### config.mk
export PLATFORM = sky130hd
export DESIGN_NAME = msi_pq_dispatch
export DESIGN_NICKNAME = d
export VERILOG_FILES = /design/src/rtl/msi_pq_pkg.sv /design/src/rtl/msi_ive_addr.sv /design/src/rtl/msi_ive_decode.sv /design/src/rtl/msi_pq_decide.sv /design/src/rtl/msi_pq_dispatch.sv
export SDC_FILE = /design/constraint.sdc
export NUM_CORES = 1
export LEC_CHECK = 0
export ABC_CLOCK_PERIOD_IN_PS = 5200
export BUFFER_PORTS_ARGS = -buffer_cell sky130_fd_sc_hd__buf_4
export CAP_MARGIN = 20
export CORE_UTILIZATION = 35
export CTS_BUF_LIST = sky130_fd_sc_hd__clkbuf_8
export CTS_CLUSTER_SIZE = 24
export DETAILED_ROUTE_END_ITERATION = 6
export SYNTH_ARGS = -nofsm -noshare
export SYNTH_HDL_FRONTEND = slang
export SYNTH_HIERARCHICAL = 1
export SYNTH_SLANG_ARGS = --single-unit
### constraint.sdc
create_clock -name clk -period 5.2 [get_ports clk]
set_input_delay 0.52 -clock clk [delete_from_list [all_inputs] [get_ports clk]]
set_output_delay 0.52 -clock clk [all_outputs]
set_load 0.02 [all_outputs]
### src/rtl/msi_pq_pkg.sv
package msi_pq_pkg;

  localparam int unsigned ENTRY_BYTES = 8;
  localparam int unsigned SRV_W       = 16;
  localparam int unsigned SRV_OUT_W   = SRV_W - 2;
  localparam int unsigned PRIO_W      = 8;
  localparam int unsigned GEN_W       = 2;
  localparam int unsigned P_BYTE_OFS  = 4;
  localparam int unsigned Q_BYTE_OFS  = 5;
  localparam int unsigned SMALL_SHIFT = 4;
  localparam int unsigned BIG_SHIFT   = 7;
  localparam logic [PRIO_W-1:0] PRIO_MASKED = 8'hFF;

  // bit positions within the assembled big-endian entry value
  localparam int unsigned SRV_LSB  = 48;
  localparam int unsigned GEN_LSB  = 25;
  localparam int unsigned P_BIT    = 24;
  localparam int unsigned Q_BIT    = 16;
  localparam int unsigned PRIO_LSB = 0;

  typedef enum logic [2:0] {
    CODE_SENT   = 3'd0,
    CODE_QSET   = 3'd1,
    CODE_DROP   = 3'd2,
    CODE_REJECT = 3'd3,
    CODE_MEMERR = 3'd4
  } done_code_e;

  typedef enum logic [1:0] {
    ACT_SEND = 2'd0,
    ACT_SETQ = 2'd1,
    ACT_DROP = 2'd2
  } action_e;

  typedef enum logic [1:0] {
    ST_IDLE = 2'd0,
    ST_READ = 2'd1,
    ST_WRITE = 2'd2,
    ST_DONE = 2'd3
  } disp_state_e;

  typedef struct packed {
    logic [SRV_W-1:0]  server;
    logic [PRIO_W-1:0] prio;
    logic [GEN_W-1:0]  gen;
    logic              p;
    logic              q;
  } entry_fields_t;

endpackage

### src/rtl/msi_ive_addr.sv
module msi_ive_addr
  import msi_pq_pkg::*;
#(
  parameter int unsigned AW    = 32,
  parameter int unsigned SRC_W = 11
) (
  input  logic [AW-1:0]  base,
  input  logic           enable,
  input  logic [SRC_W:0] length,
  input  logic           big,
  input  logic [SRC_W-1:0] src,
  output logic [AW-1:0]  entry_addr,
  output logic           in_range
);

  localparam int unsigned ALIGN = SMALL_SHIFT;

  logic [AW-1:0] base_aligned;
  logic [AW-1:0] src_ext;
  logic [AW-1:0] stride_ofs;

  always_comb begin
    base_aligned = {base[AW-1:ALIGN], {ALIGN{1'b0}}};
    src_ext      = AW'(src);
    stride_ofs   = big ? (src_ext << BIG_SHIFT) : (src_ext << SMALL_SHIFT);
    entry_addr   = base_aligned + stride_ofs;
    in_range     = enable && ({1'b0, src} < length);
  end

endmodule

### src/rtl/msi_ive_decode.sv
module msi_ive_decode
  import msi_pq_pkg::*;
(
  input  logic [8*ENTRY_BYTES-1:0] lanes,
  output entry_fields_t            fields
);

  logic [8*ENTRY_BYTES-1:0] value;

  // lane k holds the byte at entry offset k; offset 0 is most significant
  for (genvar k = 0; k < ENTRY_BYTES; k++) begin : g_swap
    assign value[8*(ENTRY_BYTES-1-k) +: 8] = lanes[8*k +: 8];
  end

  always_comb begin
    fields.server = value[SRV_LSB +: SRV_W];
    fields.prio   = value[PRIO_LSB +: PRIO_W];
    fields.gen    = value[GEN_LSB +: GEN_W];
    fields.p      = value[P_BIT];
    fields.q      = value[Q_BIT];
  end

endmodule

### src/rtl/msi_pq_decide.sv
module msi_pq_decide
  import msi_pq_pkg::*;
(
  input  entry_fields_t fields,
  input  logic          force_idle,
  output action_e       action
);

  logic [1:0] pq;

  always_comb begin
    pq = force_idle ? 2'b00 : {fields.p, fields.q};
    unique case (pq)
      2'b00:   action = (fields.prio == PRIO_MASKED) ? ACT_SETQ : ACT_SEND;
      2'b10:   action = ACT_SETQ;
      default: action = ACT_DROP;
    endcase
  end

endmodule

### src/rtl/msi_pq_dispatch.sv
module msi_pq_dispatch
  import msi_pq_pkg::*;
#(
  parameter int unsigned AW    = 32,
  parameter int unsigned SRC_W = 11,
  parameter int unsigned IRQ_W = 20
) (
  input  logic              clk,
  input  logic              rst_n,
  input  logic              trig_valid,
  input  logic [SRC_W-1:0]  trig_src,
  input  logic              trig_force,
  output logic              busy,
  output logic              done,
  output logic [2:0]        done_code,
  input  logic [AW-1:0]     tbl_base,
  input  logic              tbl_en,
  input  logic [SRC_W:0]    tbl_len,
  input  logic              big_entry,
  input  logic [IRQ_W-1:0]  src_offset,
  output logic              mem_req,
  output logic              mem_we,
  output logic [AW-1:0]     mem_addr,
  output logic [7:0]        mem_wdata,
  input  logic              mem_ack,
  input  logic              mem_err,
  input  logic [63:0]       mem_rdata,
  output logic              pres_valid,
  output logic [13:0]       pres_server,
  output logic [IRQ_W-1:0]  pres_src,
  output logic [7:0]        pres_prio
);

  disp_state_e   state_q, state_d;
  logic [AW-1:0] addr_q, addr_d;
  logic [7:0]    wdata_q, wdata_d;
  done_code_e    code_q, code_d;
  logic [SRC_W-1:0] src_q;
  logic          force_q;
  logic [SRV_W-1:0]  server_q;
  logic [PRIO_W-1:0] prio_q;
  logic          load_trig;
  logic          load_entry;
  logic          step_en;

  logic [AW-1:0] ent_addr;
  logic          ent_ok;
  entry_fields_t dec;
  action_e       act;

  msi_ive_addr #(.AW(AW), .SRC_W(SRC_W)) u_addr (
    .base       (tbl_base),
    .enable     (tbl_en),
    .length     (tbl_len),
    .big        (big_entry),
    .src        (trig_src),
    .entry_addr (ent_addr),
    .in_range   (ent_ok)
  );

  msi_ive_decode u_decode (
    .lanes  (mem_rdata),
    .fields (dec)
  );

  msi_pq_decide u_decide (
    .fields     (dec),
    .force_idle (force_q),
    .action     (act)
  );

  // next-state process
  always_comb begin
    state_d    = state_q;
    addr_d     = addr_q;
    wdata_d    = wdata_q;
    code_d     = code_q;
    load_trig  = 1'b0;
    load_entry = 1'b0;
    unique case (state_q)
      ST_IDLE: begin
        if (trig_valid) begin
          load_trig = 1'b1;
          if (ent_ok) begin
            addr_d  = ent_addr;
            state_d = ST_READ;
          end else begin
            code_d  = CODE_REJECT;
            state_d = ST_DONE;
          end
        end
      end
      ST_READ: begin
        if (mem_ack) begin
          if (mem_err) begin
            code_d  = CODE_MEMERR;
            state_d = ST_DONE;
          end else begin
            load_entry = 1'b1;
            unique case (act)
              ACT_SEND: begin
                addr_d  = addr_q + AW'(P_BYTE_OFS);
                wdata_d = {{(8-GEN_W-1){1'b0}}, dec.gen, 1'b1};
                code_d  = CODE_SENT;
                state_d = ST_WRITE;
              end
              ACT_SETQ: begin
                addr_d  = addr_q + AW'(Q_BYTE_OFS);
                wdata_d = 8'h01;
                code_d  = CODE_QSET;
                state_d = ST_WRITE;
              end
              default: begin
                code_d  = CODE_DROP;
                state_d = ST_DONE;
              end
            endcase
          end
        end
      end
      ST_WRITE: begin
        if (mem_ack) begin
          if (mem_err) code_d = CODE_MEMERR;
          state_d = ST_DONE;
        end
      end
      default: state_d = ST_IDLE;
    endcase
  end

  assign step_en = (state_d != state_q);

  // register process
  always_ff @(posedge clk or negedge rst_n) begin
    if (!rst_n) begin
      state_q <= ST_IDLE;
      addr_q  <= '0;
      wdata_q <= '0;
      code_q  <= CODE_SENT;
    end else begin
      state_q <= state_d;
      if (step_en) begin
        addr_q  <= addr_d;
        wdata_q <= wdata_d;
        code_q  <= code_d;
      end
    end
  end

  always_ff @(posedge clk or negedge rst_n) begin
    if (!rst_n) begin
      src_q   <= '0;
      force_q <= 1'b0;
    end else if (load_trig) begin
      src_q   <= trig_src;
      force_q <= trig_force;
    end
  end

  always_ff @(posedge clk or negedge rst_n) begin
    if (!rst_n) begin
      server_q <= '0;
      prio_q   <= '0;
    end else if (load_entry) begin
      server_q <= dec.server;
      prio_q   <= dec.prio;
    end
  end

  assign busy        = (state_q != ST_IDLE);
  assign mem_req     = (state_q == ST_READ) || (state_q == ST_WRITE);
  assign mem_we      = (state_q == ST_WRITE);
  assign mem_addr    = addr_q;
  assign mem_wdata   = wdata_q;
  assign done        = (state_q == ST_DONE);
  assign done_code   = code_q;
  assign pres_valid  = (state_q == ST_DONE) && (code_q == CODE_SENT);
  assign pres_server = server_q[SRV_W-1:2];
  assign pres_src    = src_offset + IRQ_W'(src_q);
  assign pres_prio   = prio_q;

endmodule

=== Word level (Yosys, flattened, before mapping) ===
Cells that the tools add are included.

* Latch bits: 0
* Input bits: 147
* Memory bits (writable): 0
* Output and inout bits: 90
* Memories: 0
* Register bits after elaboration: 81
* ROM bits: 0

* Add/subtract/negate cells: 4
* Divide/modulo/power cells: 0
* Magnitude comparators: 1
* Bitwise gates (word level): 1
* Eq/ne operators: 15
* $mul: 0
* Shifts and indexed selects: 0
* Multiplexer cells: 31
* Reduce and logical (&&, ||, !) cells: 15

{| class="wikitable"
|+ Operators by type and width
! kind !! count
|-
| 2-to-1 mux 32 bit || 4
|-
| one-hot mux 32 bit (2 select lines) || 2
|-
| adder 32 x 3 -> 32 bit (second input constant) || 2
|-
| adder 32 bit || 1
|-
| adder 20 x 11 -> 20 bit || 1
|-
| 2-to-1 mux 18 bit || 1
|-
| 2-to-1 mux 3 bit || 6
|-
| one-hot mux 8 bit (2 select lines) || 1
|-
| AND reduction 7 bit || 2
|-
| < comparator 11 x 12 -> 1 bit || 1
|-
| 2-to-1 mux 2 bit || 5
|-
| inequality test 2 bit (second input constant) || 5
|-
| one-hot mux 3 bit (3 select lines) || 1
|-
| equality test 8 bit (second input constant) || 1
|-
| 2-to-1 mux 1 bit || 8
|-
| one-hot mux 2 bit (2 select lines) || 2
|-
| equality test 2 bit (second input constant) || 3
|-
| logical NOT 2 bit || 3
|-
| one-hot mux 2 bit (3 select lines) || 1
|-
| nonzero test 2 bit || 3
|-
| AND reduction 5 bit || 1
|-
| equality test 2 x 1 -> 1 bit (second input constant) || 2
|-
| inequality test 2 x 1 -> 1 bit (second input constant) || 2
|-
| logical NOT 3 bit || 1
|-
| 7 further kinds || 8
|}

=== Depth between registers and ports, before layout ===
Gate-level depths: netlist of the first run.

* Depth after elaboration: 11
* Mapped depth: 16
* Mapped depth without buffers: 13

=== Cells and area by module ===
The synthesis of the first run kept the hierarchy.

{| class="wikitable"
|+ By module, submodules not included
! module !! times used !! area an instance (um^2) !! sequential area each (um^2) !! cells each
|-
| msi_pq_dispatch || 1 || 4777.1 || 1851.8 || 497
|-
| msi_ive_addr || 1 || 1418.9 || 0.0 || 176
|-
| msi_ive_decode || 1 || 210.2 || 0.0 || 28
|-
| msi_pq_decide || 1 || 35.0 || 0.0 || 6
|}

=== Worst setup path after synthesis of the first run ===
Ideal clock, no wire load.

* Path type: input port to flip-flop
* Start: input tbl_len[5]
* End: register code_q[0] (netlist: done_code[0])
* Stages: 14
* Library setup time: 125 ps
* Path slack: 1808 ps
* Required time: 5075 ps
* Arrival time: 3267 ps
* Cells stage by stage: inv_1 -> ha_1 -> a21o_1 -> a21o_1 -> a21oi_1 -> o221ai_1 -> a21oi_1 -> nand2_1 -> a2111oi_2 -> a2111oi_4 -> and2_1 -> buf_6 -> a2111oi_4 -> mux2_4

* Longest elaborated chain between the ends: 7
* Elaborated cells on any way between the ends: 8
* Classes of those cells: order compare: 1; eq/ne: 2; mux: 3; reduce/logical: 2

{| class="wikitable"
|+ Ends and longest elaborated chain
! item !! line !! RTL
|-
| start: declaration || msi_pq_dispatch.sv:18 || <nowiki>input logic [SRC_W:0] tbl_len,</nowiki>
|-
| < comparator 11 x 12 -> 1 bit * || msi_ive_addr.sv:27 || <nowiki>in_range = enable && ({1'b0, src} < length);</nowiki>
|-
| logical AND 1 bit * || msi_ive_addr.sv:27 ||
|-
| via ent_ok || msi_pq_dispatch.sv:47 || <nowiki>logic ent_ok;</nowiki>
|-
| 2-to-1 mux 2 bit || msi_pq_dispatch.sv:84 || <nowiki>if (ent_ok) begin</nowiki>
|-
| 2-to-1 mux 2 bit || msi_pq_dispatch.sv:82 || <nowiki>if (trig_valid) begin</nowiki>
|-
| one-hot mux 2 bit (3 select lines) || msi_pq_dispatch.sv:80 || <nowiki>unique case (state_q)</nowiki>
|-
| inequality test 2 bit || msi_pq_dispatch.sv:131 || <nowiki>assign step_en = (state_d != state_q);</nowiki>
|-
| AND reduction 7 bit (no line) * || -- ||
|-
| end signal: assignment || msi_pq_dispatch.sv:145 || <nowiki>code_q <= code_d;</nowiki>
|-
| end: declaration || msi_pq_dispatch.sv:37 || <nowiki>done_code_e code_q, code_d;</nowiki>
|}

Mark *: on every way through the listed nets, which the timed path passes. The rest lies on a longest branch.
A chain may end at the register's enable or synchronous reset.

=== Worst setup path in the final report of the first run ===
* Start: input trig_src[5]
* End: register addr_q[18] (netlist: mem_addr[18])

* Longest elaborated chain between the ends: 7
* Elaborated cells on any way between the ends: 13
* Classes of those cells: add/sub: 1; order compare: 1; eq/ne: 2; mux: 7; reduce/logical: 2

{| class="wikitable"
|+ Ends and longest elaborated chain
! item !! line !! RTL
|-
| start: declaration || msi_pq_dispatch.sv:11 || <nowiki>input logic [SRC_W-1:0] trig_src,</nowiki>
|-
| < comparator 11 x 12 -> 1 bit * || msi_ive_addr.sv:27 ||
|-
| logical AND 1 bit * || msi_ive_addr.sv:27 ||
|-
| via ent_ok || msi_pq_dispatch.sv:47 ||
|-
| 2-to-1 mux 2 bit || msi_pq_dispatch.sv:84 ||
|-
| 2-to-1 mux 2 bit || msi_pq_dispatch.sv:82 ||
|-
| one-hot mux 2 bit (3 select lines) || msi_pq_dispatch.sv:80 ||
|-
| inequality test 2 bit || msi_pq_dispatch.sv:131 ||
|-
| AND reduction 7 bit (no line) * || -- ||
|-
| end signal: assignment || msi_pq_dispatch.sv:143 || <nowiki>addr_q <= addr_d;</nowiki>
|-
| end: declaration || msi_pq_dispatch.sv:35 || <nowiki>logic [AW-1:0] addr_q, addr_d;</nowiki>
|}

Mark *: on every way through the listed nets, which the timed path passes. The rest lies on a longest branch. The select of a mux whose other input is x is not followed.

==> impl_metrics.tcl, run 1 <==
set metrics [dict create \
    status "finished, final reports clean" \
    core-area_um2 17960 \
    finalNonFillerCells 1087 \
    max_freq_mhz 266.5 \
    cts.reportedPaths.clkPinSlew_ns 0.08 \
    final-seq-area_um2 1852 \
    grt_max_degree 75 \
    die_x_um 137.5 \
    avgSynthCellArea_um2 9.115 \
    mostFrequentLayoutCells "194 x buf_4, 74 x dfrtp_1, 49 x nand2_1" \
    drv_slew 0 \
    fin_crit_ns 3.753 \
    r2r_cells 10 \
    drc 0 \
    cp-end-kind "flip-flop" \
    crit_arrival_ns 4.04 \
    antenna_found_initial 0 \
    hold_class "primary input to async pin" \
    numCtsBuffers 9 \
    dp_hpwl_um 13760 \
    post_cts_buffers 0 \
    ctsResizeCount 0 \
    r2r_end "mem_addr[18]$_DFFE_PN0P_" \
    design.die.area_um2 18910 \
    die_h_um 137.5 \
    required_ns 5.49 \
    first_pass_iters 5 \
    power_w 0.004449 \
    start_util_pct 35.77 \
    place.gp.congestion 0.8369 \
    root_buffer "clkbuf_8" \
    pin_count 237 \
    drtIter0Drc 344 \
    finalCritPeriodShare_pct 72.17 \
    cts_hold_buf 0 \
    grt.total_usage_pct 19.52 \
    syn_area_um2 6426 \
    vdd_drop_max_v 0.0003168 \
    max-slew-margin-rel_pct 35.31 \
    final_common_cell "buf_4" \
    p_leak_nw 3.644 \
    grt_overflow 0 \
    placed_cells 1070 \
    place_area_um2 7790 \
    finalNetCount 1045 \
    finalSetupViolCount 0 \
    r2r_start "state_q[1]$_DFF_PN0_" \
    rsz0062_at_grt "false" \
    worstSetupPathType "primary input to flip-flop" \
    multiInputGateArea_um2 4094 \
    grt_pass1_wl_um 28790 \
    setup_tns_ns 0 \
    syn-instance-count 705 \
    cts_max_level 3 \
    path_max_fanout 18 \
    wl_um 18230 \
    viasPerCell 5.444 \
    syn_to_final_growth_pct 24.22 \
    clock_sinks 74 \
    postRouteAntennaNets 0 \
    rrSetupSlack_ns 1.62 \
    portBuffers 189 \
    num_rows 49 \
    clk_latency_ns 0.37 \
    crit_path_start_kind "primary input" \
    p_per_area_nw_per_um2 557.3 \
    clk_path_buf_depth 2 \
    antenna_cells 0 \
    fin_worst_skew_ns 0.01216 \
    drive_above_1_share_pct 32.52 \
    fill_cells 1829 \
    yosys_warnings 6 \
    final_util_pct 44.44 \
    first_global_vias 5650 \
    crit_path_start "trig_src[5]" \
    routedWlPerCell_um 16.77 \
    worstMarginPinSlew_ns 0.9680 \
    design_area_um2 7983 \
    maxCapViolCount 0 \
    tritoncts "done" \
    num_vias 5918 \
    finalHoldViolations 0 \
]
==> final cells by class <==
class / instances / area share (%)
flip-flops and latches: 74 / 23.20
clock inverters: 6 / 0.3448
clock buffers: 10 / 1.724
inverters: 27 / 1.270
multi-input cells: 546 / 51.29
repair buffers: 195 / 18.59
well taps: 229 / 3.589
==> where the power goes <==
group | internal (W) | switching [W] | total, W
sequential | 0.000868 | 0.000331 | 0.00120
clock | 0.000179 | 0.000223 | 0.000401
combinational | 0.00124 | 0.00161 | 0.00285
==> registers in the layout, indices dropped and copies added, names as in the netlist <==
register,flops
server_q,14
force_q,1
mem_addr,32
done_code,3
src_q,11
mem_wdata,3
state_q,2
pres_prio,8
==> worst max-delay path by stage <==
stage	end	slack, ns	cells after the start
finish	mem_addr[18]$_DFFE_PN0P_	1.45	14
global route	mem_addr[18]$_DFFE_PN0P_	1.19	14
CTS	done_code[1]$_DFFE_PN0P_	1.47	13
detailed placement	mem_addr[28]$_DFFE_PN0P_	1.09	14
global placement	done_code[0]$_DFFE_PN0P_	1.11	13
floorplan	done_code[0]$_DFFE_PN0P_	1.81	14
==> metrics by stage <==
| stage | hold slack (ns) | setup slack (ns) |
|---|---|---|
| floorplan | 0.2244 | 1.808 |
| global placement | 0.4588 | 1.105 |
| detailed placement | 0.4581 | 1.089 |
| CTS | 0.3430 | 1.470 |
| global route | 0.04302 | 1.190 |
| finish | 0.03063 | 1.447 |
==> worst max-delay path, stage by stage <==
cell,delay (ns)
buf_4,0.13
ha_1,0.30
a21o_1,0.18
a21o_1,0.17
a21oi_1,0.14
o221ai_1,0.14
a21oi_1,0.35
nand3b_1,0.19
a211oi_1,0.11
a2111oi_4,0.56
a21o_1,0.69
buf_4,0.32
a22oi_1,0.11
o21ai_0,0.10
==> metal layers <==
layer / share of wire (%) / GRT usage (%)
met2: 47 / 32.66
met5: 0 / 0
met3: 5.4 / 2.907
met1: 46 / 25.58
met4: 1.6 / 6.349
Note: power is estimated with default switching activity, not from simulation.
==> inputs of run 2 (changes only) <==
Settings changed: ABC_CLOCK_PERIOD_IN_PS 5200 to 3600.
Clock period 5.2 ns to 3.6 ns, I/O delays scaled along.
==> run 2 against run 1 <==
Clock skew barely moved. Die area did not move. Wire length fell by 0.67%. Utilization rose by 1.3 points. Critical endpoint is now pres_src[14]. Critical path depth fell by 5. Final area rose by 3.0%.
==> impl_metrics.tcl, run 2 (synthesized netlist as in run 1, its figures left out) <==
set metrics [dict create \
    dp_slack_ns 0.01133 \
    drv_slew 0 \
    setup_slack_ns 0.3057 \
    postRouteAntennaNets 0 \
    first_pass_iters 5 \
    final_common_cell "buf_4" \
    largest_register_ffs 32 \
    r2r_cells 8 \
    min_to "server_q[15]$_DFFE_PN0P_" \
    rsz0062_at_grt "false" \
    p_sw_share_pct 46.38 \
    first_global_vias 5774 \
    fin_crit_ns 3.294 \
    portBuffers 189 \
    multiInputGateArea_um2 4094 \
    grt_pass1_wl_um 29630 \
    p_leak_nw 3.772 \
    finalHoldViolations 0 \
    worst_hold_path.num_cells 2 \
    crit_arrival_ns 2.93 \
    setup_tns_ns 0 \
    max_freq_mhz 303.6 \
    met1_usage_pct 26.35 \
    num_rows 49 \
    status "finished, final reports clean" \
    antenna_found_initial 0 \
    syn_to_final_growth_pct 27.96 \
    finalCritPeriodShare_pct 91.51 \
    top_usage_layer "met2" \
    wl_um 18110 \
    num_vias 5878 \
    cts.reportedPaths.clkPinSlew_ns 0.08 \
    place.gp.congestion 0.8653 \
    final_util_pct 45.78 \
    worstSetupPathType "flip-flop to primary output" \
    post_cts_buffers 0 \
    numCtsBuffers 9 \
    cts_max_level 3 \
    maxCapViolCount 0 \
    rrSetupSlack_ns 0.57 \
    design.die.area_um2 18910 \
    clk_path_buf_depth 2 \
    fill_cells 1789 \
    path_max_fanout 4 \
    start_util_pct 35.77 \
    grt_overflow 0 \
    intPower_w 0.003637 \
    viasPerCell 5.305 \
    die_h_um 137.5 \
    vdd_drop_max_v 0.0004519 \
    use_met2_pct 32.94 \
    power.switching_w 0.003146 \
    die_x_um 137.5 \
    r2r_start "state_q[0]$_DFF_PN0_" \
    final-seq-area_um2 1852 \
    drc 0 \
    p_per_area_nw_per_um2 824.9 \
    hold_class "primary input to flip-flop" \
    r2r_end "done_code[2]$_DFFE_PN0P_" \
    clk_latency_ns 0.37 \
    crit_path_start_kind "flip-flop" \
    p_seq_share_pct 25.4 \
    min_from "mem_rdata[7]" \
    finalNetCount 1066 \
    drive_above_1_share_pct 34.36 \
    pin_count 237 \
    antenna_cells 0 \
    share_comb_of_total_power_pct 63.1 \
    worstMarginPinSlew_ns 0.5747 \
    grt_max_degree 75 \
    use_met3_pct 3.201 \
    cp-end-kind "primary output" \
    routedWlPerCell_um 16.34 \
    max-slew-margin-rel_pct 61.33 \
    core-area_um2 17960 \
    finalSetupViolCount 0 \
    p_clk_share_pct 11.5 \
    fin_worst_skew_ns 0.01236 \
    tritoncts "done" \
    mostFrequentLayoutCells "213 x buf_4, 74 x dfrtp_1, 49 x nand2_1" \
    required_ns 3.24 \
    drtIter0Drc 405 \
    dp_hpwl_um 14000 \
    grt.total_usage_pct 19.98 \
    clock_sinks 74 \
    root_buffer "clkbuf_8" \
]
-- run 2: changes by cell type in the layout (fill, tap and decap cells not counted), moves of 2 or more --
cell and delta:
bufinv_16 +3, buf_4 +19, inv_1 -3, clkinv_2 +2
-- run 2: area by class of cell --
class	instances	share of cell area (%)
multi-input cells	546	49.79
well taps	229	3.484
clock buffers	9	1.506
flip-flops and latches	74	22.52
clock inverters	7	1.324
inverters	27	1.232
repair buffers	216	20.15
-- run 2: power by group through the flow --
stage               Clock, W  Sequential [W]  Combinational (W)
finish              0.000781         0.00172            0.00428
global route        0.000834         0.00181            0.00468
CTS                 0.000801         0.00173            0.00429
detailed placement         0         0.00174            0.00427
global placement           0         0.00172            0.00425
floorplan                  0         0.00201            0.00241
-- run 2: worst max path at each step --
| stage | startpoint | end | slack, ns | cells past startpoint |
|---|---|---|---|---|
| after floorplan | tbl_len[5] | done_code[0]$_DFFE_PN0P_ | 0.37 | 14 |
| after global placement | trig_src[5] | done_code[0]$_DFFE_PN0P_ | 0.005 | 13 |
| after detailed placement | trig_src[5] | mem_addr[27]$_DFFE_PN0P_ | 0.01 | 15 |
| after CTS | src_q[0]$_DFFE_PN0P_ | pres_src[14] | 0.32 | 9 |
| after global routing | src_q[0]$_DFFE_PN0P_ | pres_src[14] | 0.13 | 9 |
| final | src_q[0]$_DFFE_PN0P_ | pres_src[14] | 0.31 | 9 |
-- run 2: what timing repair did --
| item | 4_1_cts | 5_1_grt |
|---|---|---|
| resized for setup | 0 | 0 |
| endpoints found under the hold margin | 0 | 18 |
| hold buffers | 0 | 1 |
| setup endpoints to repair | 0 | 0 |
-- run 2: worst max-delay path, cell delays in order (launching register included) --
cell,delay (ns)
dfrtp_1,0.39
ha_1,0.23
fa_1,0.43
a211oi_1,0.43
nor4_1,0.13
o31a_1,0.31
o21a_1,0.23
nand3_1,0.12
xnor2_1,0.12
buf_4,0.16
-- run 2: metal layers --
layer / vias to the layer above / wire length [um]
met5: - / 0
met4: 0 / 303
met3: 19 / 992
met2: 149 / 8393
met1: 2769 / 8419
li1: 2941 / -
-- run 2: per-stage QoR --
stage	area, um2	std cells	hold WS [ns]	total power (W)
after global routing	8223	1108	0.2112	0.007323
after CTS	8185	1106	0.1768	0.006817
final	8223	1108	0.2195	0.006783
after detailed placement	7953	1090	0.4577	0.006017
after floorplan	6452	712	0.06441	0.004422
after global placement	7953	1090	0.4538	0.005975
